<file path="config.mk">
export PLATFORM = sky130hd
export DESIGN_NAME = iq_tracker
export DESIGN_NICKNAME = d
export VERILOG_FILES = /design/src/rtl/iqt_pkg.sv /design/src/rtl/iqt_sync.sv /design/src/rtl/iqt_queue.sv /design/src/rtl/iqt_start.sv /design/src/rtl/iq_tracker.sv
export SDC_FILE = /design/constraint.sdc
export NUM_CORES = 1
export LEC_CHECK = 0
export BUFFER_PORTS_ARGS = -buffer_cell sky130_fd_sc_hd__buf_2
export CAP_MARGIN = 30
export CORE_MARGIN = 2
export CORE_UTILIZATION = 51
export DETAILED_ROUTE_END_ITERATION = 12
export HOLD_SLACK_MARGIN = 0.03
export PLACE_DENSITY = 0.71
export SLEW_MARGIN = 20
export SYNTH_ARGS = -nofsm -noshare
export SYNTH_HDL_FRONTEND = slang
export SYNTH_SLANG_ARGS = --single-unit
</file>
<file path="constraint.sdc">
create_clock -name clk -period 2.3 [get_ports clk]
set_input_delay 0.23 -clock clk [delete_from_list [all_inputs] [get_ports clk]]
set_output_delay 0.23 -clock clk [all_outputs]
set_load 0.02 [all_outputs]
</file>
<file path="src/rtl/iqt_pkg.sv">
package iqt_pkg;
    localparam int AW = 16;
    localparam int DW = 16;
    localparam int OPW = 8;

    typedef enum logic [1:0] {
        MV_NONE     = 2'b00,
        MV_LATCH    = 2'b01,
        MV_ADV_BUS  = 2'b10,
        MV_ADV_HOLD = 2'b11
    } mv_e;

    typedef enum logic [1:0] {
        ST_NONE = 2'b00,
        ST_IRQ  = 2'b01,
        ST_EVEN = 2'b10,
        ST_ODD  = 2'b11
    } st_e;

    typedef struct packed {
        logic          v;
        logic [AW-1:0] addr;
        logic [DW-1:0] data;
    } word_t;
endpackage

</file>
<file path="src/rtl/iqt_sync.sv">
module iqt_sync
    import iqt_pkg::*;
#(
    parameter int SYNC_N = 2
) (
    input  logic          clk,
    input  logic          rst_n,
    input  logic          e_pin,
    input  logic [1:0]    stat_pin,
    input  logic [AW-1:0] addr_pin,
    input  logic [DW-1:0] data_pin,
    input  logic          rw_pin,
    output logic          e_rise,
    output logic          e_fall,
    output logic [1:0]    stat,
    output word_t         bus
);
    typedef struct packed {
        logic          e;
        logic [1:0]    st;
        logic          rw;
        logic [AW-1:0] a;
        logic [DW-1:0] d;
    } smp_t;

    typedef struct packed {
        smp_t [SYNC_N-1:0] chain;
        logic              e_last;
    } sync_s;

    sync_s s_d, s_q;
    smp_t  tail;

    always_comb begin
        s_d = s_q;
        s_d.chain[0] = '{e: e_pin, st: stat_pin, rw: rw_pin, a: addr_pin, d: data_pin};
        for (int i = 1; i < SYNC_N; i++) begin
            s_d.chain[i] = s_q.chain[i-1];
        end
        s_d.e_last = s_q.chain[SYNC_N-1].e;
    end

    always_ff @(posedge clk or negedge rst_n) begin
        if (!rst_n) s_q <= '0;
        else        s_q <= s_d;
    end

    assign tail   = s_q.chain[SYNC_N-1];
    assign e_rise = tail.e & ~s_q.e_last;
    assign e_fall = ~tail.e & s_q.e_last;
    assign stat   = tail.st;
    assign bus    = '{v: tail.rw, addr: tail.a, data: tail.d};
endmodule

</file>
<file path="src/rtl/iqt_queue.sv">
module iqt_queue
    import iqt_pkg::*;
(
    input  logic       clk,
    input  logic       rst_n,
    input  logic       e_rise,
    input  logic       e_fall,
    input  logic [1:0] stat,
    input  word_t      bus,
    output word_t      stage2
);
    typedef struct packed {
        word_t bbuf;
        word_t hold;
        word_t st1;
        word_t st2;
    } q_s;

    q_s  q_d, q_q;
    mv_e mv;

    assign mv = mv_e'(stat);

    always_comb begin
        q_d = q_q;
        if (e_fall) begin
            q_d.bbuf = bus;
        end
        if (e_rise) begin
            unique case (mv)
                MV_LATCH: q_d.hold = q_q.bbuf;
                MV_ADV_BUS: begin
                    q_d.st2 = q_q.st1;
                    q_d.st1 = q_q.bbuf;
                end
                MV_ADV_HOLD: begin
                    q_d.st2    = q_q.st1;
                    q_d.st1    = q_q.hold;
                    q_d.hold.v = 1'b0;
                end
                default: ;
            endcase
        end
    end

    always_ff @(posedge clk or negedge rst_n) begin
        if (!rst_n) q_q <= '0;
        else        q_q <= q_d;
    end

    assign stage2 = q_q.st2;

    p_adv_bus_r3: assert property (@(posedge clk) disable iff (!rst_n)
        (e_rise && mv == MV_ADV_BUS) |=> (q_q.st2 == $past(q_q.st1) && q_q.st1 == $past(q_q.bbuf)));

    p_hold_empties_r4: assert property (@(posedge clk) disable iff (!rst_n)
        (e_rise && mv == MV_ADV_HOLD) |=> !q_q.hold.v);

    p_latch_load_r2: assert property (@(posedge clk) disable iff (!rst_n)
        (e_rise && mv == MV_LATCH) |=> q_q.hold == $past(q_q.bbuf));

    p_no_move_r12: assert property (@(posedge clk) disable iff (!rst_n)
        (e_rise && mv == MV_NONE) |=> ($stable(q_q.hold) && $stable(q_q.st1) && $stable(q_q.st2)));
endmodule

</file>
<file path="src/rtl/iqt_start.sv">
module iqt_start
    import iqt_pkg::*;
(
    input  logic           clk,
    input  logic           rst_n,
    input  logic           e_fall,
    input  logic [1:0]     stat,
    input  word_t          stage2,
    output logic           start_pulse,
    output logic           irq_pulse,
    output logic           err_pulse,
    output logic [1:0]     kind,
    output logic [OPW-1:0] op,
    output logic [AW-1:0]  op_addr
);
    typedef struct packed {
        logic           pulse;
        logic           irq;
        logic           err;
        st_e            kind;
        logic [OPW-1:0] op;
        logic [AW-1:0]  addr;
    } ev_s;

    ev_s e_d, e_q;
    st_e sk;

    assign sk = st_e'(stat);

    always_comb begin
        e_d       = e_q;
        e_d.pulse = 1'b0;
        e_d.irq   = 1'b0;
        e_d.err   = 1'b0;
        if (e_fall) begin
            unique case (sk)
                ST_IRQ: begin
                    e_d.irq  = 1'b1;
                    e_d.kind = ST_IRQ;
                end
                ST_EVEN, ST_ODD: begin
                    e_d.kind = sk;
                    if (!stage2.v) begin
                        e_d.err = 1'b1;
                    end else begin
                        e_d.pulse = 1'b1;
                        e_d.op    = (sk == ST_EVEN) ? stage2.data[DW-1 -: OPW]
                                                    : stage2.data[OPW-1:0];
                        e_d.addr  = stage2.addr + ((sk == ST_ODD) ? AW'(1) : AW'(0));
                    end
                end
                default: ;
            endcase
        end
    end

    always_ff @(posedge clk or negedge rst_n) begin
        if (!rst_n) e_q <= '0;
        else        e_q <= e_d;
    end

    assign start_pulse = e_q.pulse;
    assign irq_pulse   = e_q.irq;
    assign err_pulse   = e_q.err;
    assign kind        = e_q.kind;
    assign op          = e_q.op;
    assign op_addr     = e_q.addr;

    p_err_empty_r9: assert property (@(posedge clk) disable iff (!rst_n)
        err_pulse |-> !$past(stage2.v));

    p_odd_addr_r7: assert property (@(posedge clk) disable iff (!rst_n)
        (start_pulse && kind == ST_ODD) |-> op_addr == $past(stage2.addr) + AW'(1));

    p_irq_alone_r8: assert property (@(posedge clk) disable iff (!rst_n)
        irq_pulse |-> (!start_pulse && !err_pulse && kind == ST_IRQ));

    p_single_pulse_r11: assert property (@(posedge clk) disable iff (!rst_n)
        (start_pulse || err_pulse || irq_pulse) |=> !(start_pulse || err_pulse || irq_pulse));
endmodule

</file>
<file path="src/rtl/iq_tracker.sv">
module iq_tracker
    import iqt_pkg::*;
#(
    parameter int SYNC_N = 2
) (
    input  logic           clk,
    input  logic           rst_n,
    input  logic           bus_e,
    input  logic [1:0]     q_stat,
    input  logic [AW-1:0]  bus_addr,
    input  logic [DW-1:0]  bus_data,
    input  logic           bus_rw,
    output logic           start_pulse,
    output logic [1:0]     start_kind,
    output logic [OPW-1:0] start_op,
    output logic [AW-1:0]  start_addr,
    output logic           irq_pulse,
    output logic           err_pulse
);
    logic       e_rise, e_fall;
    logic [1:0] stat;
    word_t      bus_w, stage2;

    iqt_sync #(.SYNC_N(SYNC_N)) u_sync (
        .clk      (clk),
        .rst_n    (rst_n),
        .e_pin    (bus_e),
        .stat_pin (q_stat),
        .addr_pin (bus_addr),
        .data_pin (bus_data),
        .rw_pin   (bus_rw),
        .e_rise   (e_rise),
        .e_fall   (e_fall),
        .stat     (stat),
        .bus      (bus_w)
    );

    iqt_queue u_queue (
        .clk    (clk),
        .rst_n  (rst_n),
        .e_rise (e_rise),
        .e_fall (e_fall),
        .stat   (stat),
        .bus    (bus_w),
        .stage2 (stage2)
    );

    iqt_start u_start (
        .clk         (clk),
        .rst_n       (rst_n),
        .e_fall      (e_fall),
        .stat        (stat),
        .stage2      (stage2),
        .start_pulse (start_pulse),
        .irq_pulse   (irq_pulse),
        .err_pulse   (err_pulse),
        .kind        (start_kind),
        .op          (start_op),
        .op_addr     (start_addr)
    );

    p_one_event_r11: assert property (@(posedge clk) disable iff (!rst_n)
        $onehot0({start_pulse, irq_pulse, err_pulse}));
endmodule

</file>
## After elaboration in Yosys (flattened, before gate mapping)

Cells that the tools add are included.

| cells by class | value |
|---|---|
| equality and inequality tests | 3 |
| $add $sub $neg | 1 |
| muxes and demuxes | 13 |
| reductions and logical operators | 9 |
| bitwise operators | 4 |

Operators with widths:

| cell | count |
|---|---|
| one-hot mux 66 bit (2 select lines) | 1 |
| 2-to-1 mux 24 bit | 2 |
| 2-to-1 mux 29 bit | 1 |
| adder 16 bit | 1 |
| 2-to-1 mux 8 bit | 1 |
| AND reduction 2 bit | 4 |
| 2-to-1 mux 1 bit | 6 |
| nonzero test 2 bit | 3 |
| equality test 2 bit (second input constant) | 2 |
| one-hot mux 2 bit (2 select lines) | 1 |
| AND reduction 3 bit | 1 |
| AND 1 bit | 2 |
| equality test 2 x 1 -> 1 bit (second input constant) | 1 |
| inverter 1 bit | 2 |
| one-hot mux 1 bit (2 select lines) | 1 |
| OR reduction 2 bit | 1 |

| storage, ports and cells | value |
|---|---|
| flip-flop bits (word level) | 234 |
| input bits | 38 |
| output and inout port bits | 29 |
| word-level logic and storage cells | 59 |

## Longest topological paths before layout

| depth | value |
|---|---|
| word-level depth | 6 |
| depth in mapped cells | 9 |
| depth with buffers taken out | 7 |

## Cells and area by module

A second synthesis with hierarchy kept.

| unflattened totals | value |
|---|---|
| cell total of the unflattened synthesis | 657 |
| area, all modules | 9178.8 um2 |

By module, submodules not included:

| module | seq. area each (um2) | instances | cells each | area an instance (um2) |
|---|---|---|---|---|
| iqt_queue | 3303.2 | 1 | 394 | 5640.4 |
| iqt_sync | 1826.8 | 1 | 110 | 2104.5 |
| iqt_start | 725.7 | 1 | 153 | 1433.9 |

## Least setup slack after synthesis

Ideal clock, no wire load.

| timing | value |
|---|---|
| path kind | register to register |
| start | reg u_sync.s_q, in the netlist u_sync.stat[1] |
| end | reg u_start.e_q, in the netlist u_start.op_addr[13] |
| required time | 2.174 ns |
| buffers on the path | 2 |
| library setup time | 0.126 ns |
| period minus slack after synthesis | 1.632 ns |
| arrival time | 1.505 ns |
| setup slack | 0.668 ns |
| stages on the path, launching flop included | 10 |
| path through | dfrtp_1 -> buf_2 -> nand2_1 -> inv_1 -> buf_2 -> ha_1 -> nand2_1 -> nor4_1 -> xnor2_1 -> o21ai_0 |

| between the ends | value |
|---|---|
| word-level cells in the longest chain between the ends | 3 |
| elaborated cells between the ends (all ways) | 6 |
| classes of those cells | add/sub: 1; eq/ne: 2; mux: 1; reduce/logical: 2 |

Ends and longest elaborated chain:

| element | line | source |
|---|---|---|
| start: declaration | iqt_sync.sv:31 | `sync_s s_d, s_q;` |
| start signal: assignment | iqt_sync.sv:44 | `if (!rst_n) s_q <= '0;` |
| start signal: assignment | iqt_sync.sv:45 | `else s_q <= s_d;` |
| equality test 2 bit, on equally long branches | iqt_start.sv:36, iqt_start.sv:49 |  |
| 2-to-1 mux 1 bit or OR reduction 2 bit (tied branches) | iqt_start.sv:49, iqt_start.sv:36 |  |
| adder 16 bit or AND reduction 3 bit (tied branches) | n/a |  |
| end signal: assignment | iqt_start.sv:58 | `if (!rst_n) e_q <= '0;` |
| end signal: assignment | iqt_start.sv:59 | `else e_q <= e_d;` |
| end: declaration | iqt_start.sv:25 | `ev_s e_d, e_q;` |

Several ways; a longest one is shown, not always the timed one.
A chain may end at the register's enable or synchronous reset.

## Worst setup path in the final report

| timing | value |
|---|---|
| start | reg u_sync.s_q, in the netlist u_sync.s_d[0] |
| end | reg u_queue.q_q[70] (netlist bit) |

| between the ends | value |
|---|---|
| word-level cells in the longest chain between the ends | 2 |

Ends and longest elaborated chain:

| element | line | source |
|---|---|---|
| AND 1 bit | iqt_sync.sv:49 | `assign e_rise = tail.e & ~s_q.e_last;` |
| AND reduction 2 bit (no source line) | n/a |  |
| end signal: assignment | iqt_queue.sv:48 | `else q_q <= q_d;` |
| end: declaration | iqt_queue.sv:19 | `q_s q_d, q_q;` |

Every way passes these cells.

==> results.ini <==
[pwr]
p_comb_share_pct = 14.5
leakage_nw = 4.628
power_frac_seq_pct = 49.4
clkPwrFrac_pct = 36.1
p_int_w = 0.008248
switchingPower_w = 0.002898
swShare_pct = 26.00
powerDensity_mw_per_mm2 = 1101
peakVddDrop_uv = 589.7
p_total_w = 0.01115

[run]
drv_cap = 0

[grt]
antenna_found_initial = 0
grt_max_degree = 78
gr-total-overflow = 0
grt_first_pass_wirelength_um = 23980
grtUsageTotal_pct = 16.73
grt_pass1_vias = 4827

[routing]
ant_nets = 0
first_pass_iters = 4
post_drt_wl_per_cell_um = 14.95
vias = 4691
totalWireLength_um = 13860
drc_errors = 0
via_per_inst = 5.060
dr.first_iter.drc_count = 370

[floorplanning]
coreArea_mm2 = 0.01594
initial_core_util_pct = 52.18
die_area_mm2 = 0.01735
die_height_um = 131.7
ios = 67
die_w_um = 131.7
row_count = 46

[worst_setup_path]
crit_type = flip-flop to flip-flop
required_ps = 2680
path_max_fanout = 32
cp.arrival_ps = 2230
worst_r2r_startpoint = u_sync.s_d[0]$_DFF_PN0_
reg2regPathDepth = 4
ff2ff_setup_slack_ps = 450
crit_slowest_cell = buf_4
crit_chain = nor2b_1 > nor3b_4 > buf_4 > mux2_2
crit_path_end_kind = flip-flop
startpoint_type = flip-flop
reg2reg_to = u_queue.q_q[70]$_DFFE_PN0P_
cp_slowest_stage_delay_ps = 430

[place]
gp_congestion = 0.8130
dp_hpwl_um = 8833
port_buffers = 66
dp.cells = 846

[timing]
finalCriticalPeriod_ps = 1853
period_share_pct = 80.56
slew_headroom_pct = 67.02
worst_hold_slack_ps = 255.9
fin_tns_setup_ps = 0
rsz0062_at_grt = no
fmax_mhz = 539.7
hold_viol_final = 0
fin_skew_ps = 8.149
setup_violations = 0
worst_pin_slew_ps = 494.7
slew_violations = 0

[clocking]
h-tree-depth = 1
cts_setup_buffers = 0
cts_hold_buffers = 37
cts.path.max_buffers = 3
cts_resized = 0
root_buffer = clkbuf_16
clkSinkCount = 234
clk_pin_slew_ps = 60
cts_tree = yes
insertion_delay_ps = 500
cts_made_buffers = 24

[layout]
regArea_mm2 = 0.005856
final_common_cell = dfrtp_1
nets = 733
area_growth_pct = 21.67
stdcell_count = 927
fillerInstances = 1164
final_cell_mix = dfrtp_1 (234), mux2_2 (98), nand2_1 (71)
layout-drive-gt1-share_pct = 31.65
antenna_cells = 0
multiInputGateArea_mm2 = 0.002310

[synth]
netlist_area_mm2 = 0.008319
ys_seq_area_share_pct = 70.39
yosys_warnings = 0
syn_inst = 582
ys_ff_latch = 234
synth_nets = 622
ys_types = 32
avgSynthCellArea_um2 = 14.29

[min_path]
hold_class = primary input to asynchronous set/reset pin

[run_status]
status = finished, final reports clean

[cell type report]
type                            count  area share [%]
Multi-Input combinational cell    315           22.82
Timing Repair Buffer              114           8.084
Clock buffer                       27           6.452
Sequential cell                   234           57.85
Tap cell                          216           2.670
Inverter                            4          0.1483
Clock inverter                     17           1.978
[per-layer routing]
| metal | share of wire [%] | wire length [um] | up-vias | GRT usage (%) |
|---|---|---|---|---|
| met5 | 0 | 0 | - | 0 |
| met4 | 1.5 | 207 | 0 | 5.072 |
| met3 | 4.4 | 610 | 18 | 2.662 |
| met2 | 46 | 6368 | 104 | 25.60 |
| met1 | 48 | 6676 | 2306 | 25.02 |
| li1 | - | - | 2263 | - |
[critical path: cells and delay by family, from the launching register on]
family / cells / cell delay (ps)
buffers and inverters: 1 / 430
DFF: 1 / 400
muxes: 1 / 400
and+or+nand+nor: 2 / 500
[worst max path at each step]
| stage | start | to | slack (ps) |
|---|---|---|---|
| 2_1_floorplan | u_sync.stat[1]$_DFF_PN0_ | u_start.op_addr[13]$_DFFE_PN0P_ | 670 |
| 3_3_place_gp | u_sync.stat[1]$_DFF_PN0_ | u_start.op_addr[14]$_DFFE_PN0P_ | 540 |
| 3_5_place_dp | u_sync.stat[1]$_DFF_PN0_ | u_start.op_addr[12]$_DFFE_PN0P_ | 450 |
| 4_1_cts | u_sync.stat[1]$_DFF_PN0_ | u_start.op_addr[12]$_DFFE_PN0P_ | 450 |
| 5_1_grt | u_sync.stat[1]$_DFF_PN0_ | u_start.op_addr[14]$_DFFE_PN0P_ | 270 |
| 6_report | u_sync.s_d[0]$_DFF_PN0_ | u_queue.q_q[70]$_DFFE_PN0P_ | 450 |
[sequential cells by signal, indices dropped and copies added, names as in the netlist]
signal and cells:
u_sync.s_d 37, u_start.kind 2, u_start.op_addr 16, u_queue.stage2 33, u_sync.s_q 1, u_start.err_pulse 1
u_sync.bus 33, u_sync.stat 2, u_start.start_pulse 1, u_start.irq_pulse 1, u_queue.q_q 99, u_start.op 8
[stage by stage]
step / area [um^2] / utilization (%) / worst slack (ps)
after floorplan: 8319 / - / 668.1
after global placement: 8899 / 55.82 / 541.1
after detailed placement: 8899 / 55.82 / 450.5
after CTS: 10120 / 63.49 / 446.3
after global routing: 10120 / 63.49 / 266.8
final: 10120 / 63.49 / 447.2
[synth_stat cells (all sizes together)]
library cell    n  share of area [%]
a22oi           1              0.090
nor4            3               0.23
nor2b           2               0.15
mux2           98                 13
mux2i           8               0.96
or4             1              0.090
o22ai          32                2.4
a31oi           1              0.075
inv             4               0.18
dfrtp         234                 70
nor3b           2               0.24
nor3            1              0.060
nand3           8               0.48
o31ai           1              0.090
o21ai          55                3.3
and2b           1              0.090
nand4           5               0.38
nor2            3               0.14
and3            2               0.15
xor2            7               0.74
ha              2               0.30
xnor2           6               0.63
buf            18                1.4
nand2b          1              0.075
and4            3               0.38
nand2          72                3.2
clkbuf         11               0.50
[cell families (layout without fill, tap and decap cells)]
| kind of cell | Yosys count | after routing | synth area share, % |
|---|---|---|---|
| muxes | 106 | 106 | 14.23 |
| AOI/OAI and AO/OA | 90 | 90 | 5.971 |
| buffers and inverters | 33 | 162 | 2.045 |
| xor gates and xnor gates | 13 | 13 | 1.369 |
| adders and majority gates | 2 | 2 | 0.3007 |
| DFF | 234 | 234 | 70.39 |
| and+or+nand+nor | 104 | 104 | 5.700 |
[power by group through the flow]
stage          Clock [W]  Combinational, W  Sequential (W)
3_3_place_gp           0           0.00152         0.00552
6_report         0.00402           0.00162         0.00551
3_5_place_dp           0           0.00158         0.00558
2_1_floorplan          0          0.000851         0.00566
5_1_grt          0.00429           0.00180         0.00563
4_1_cts          0.00414           0.00165         0.00551
Note: power is estimated with default switching activity, not from simulation.
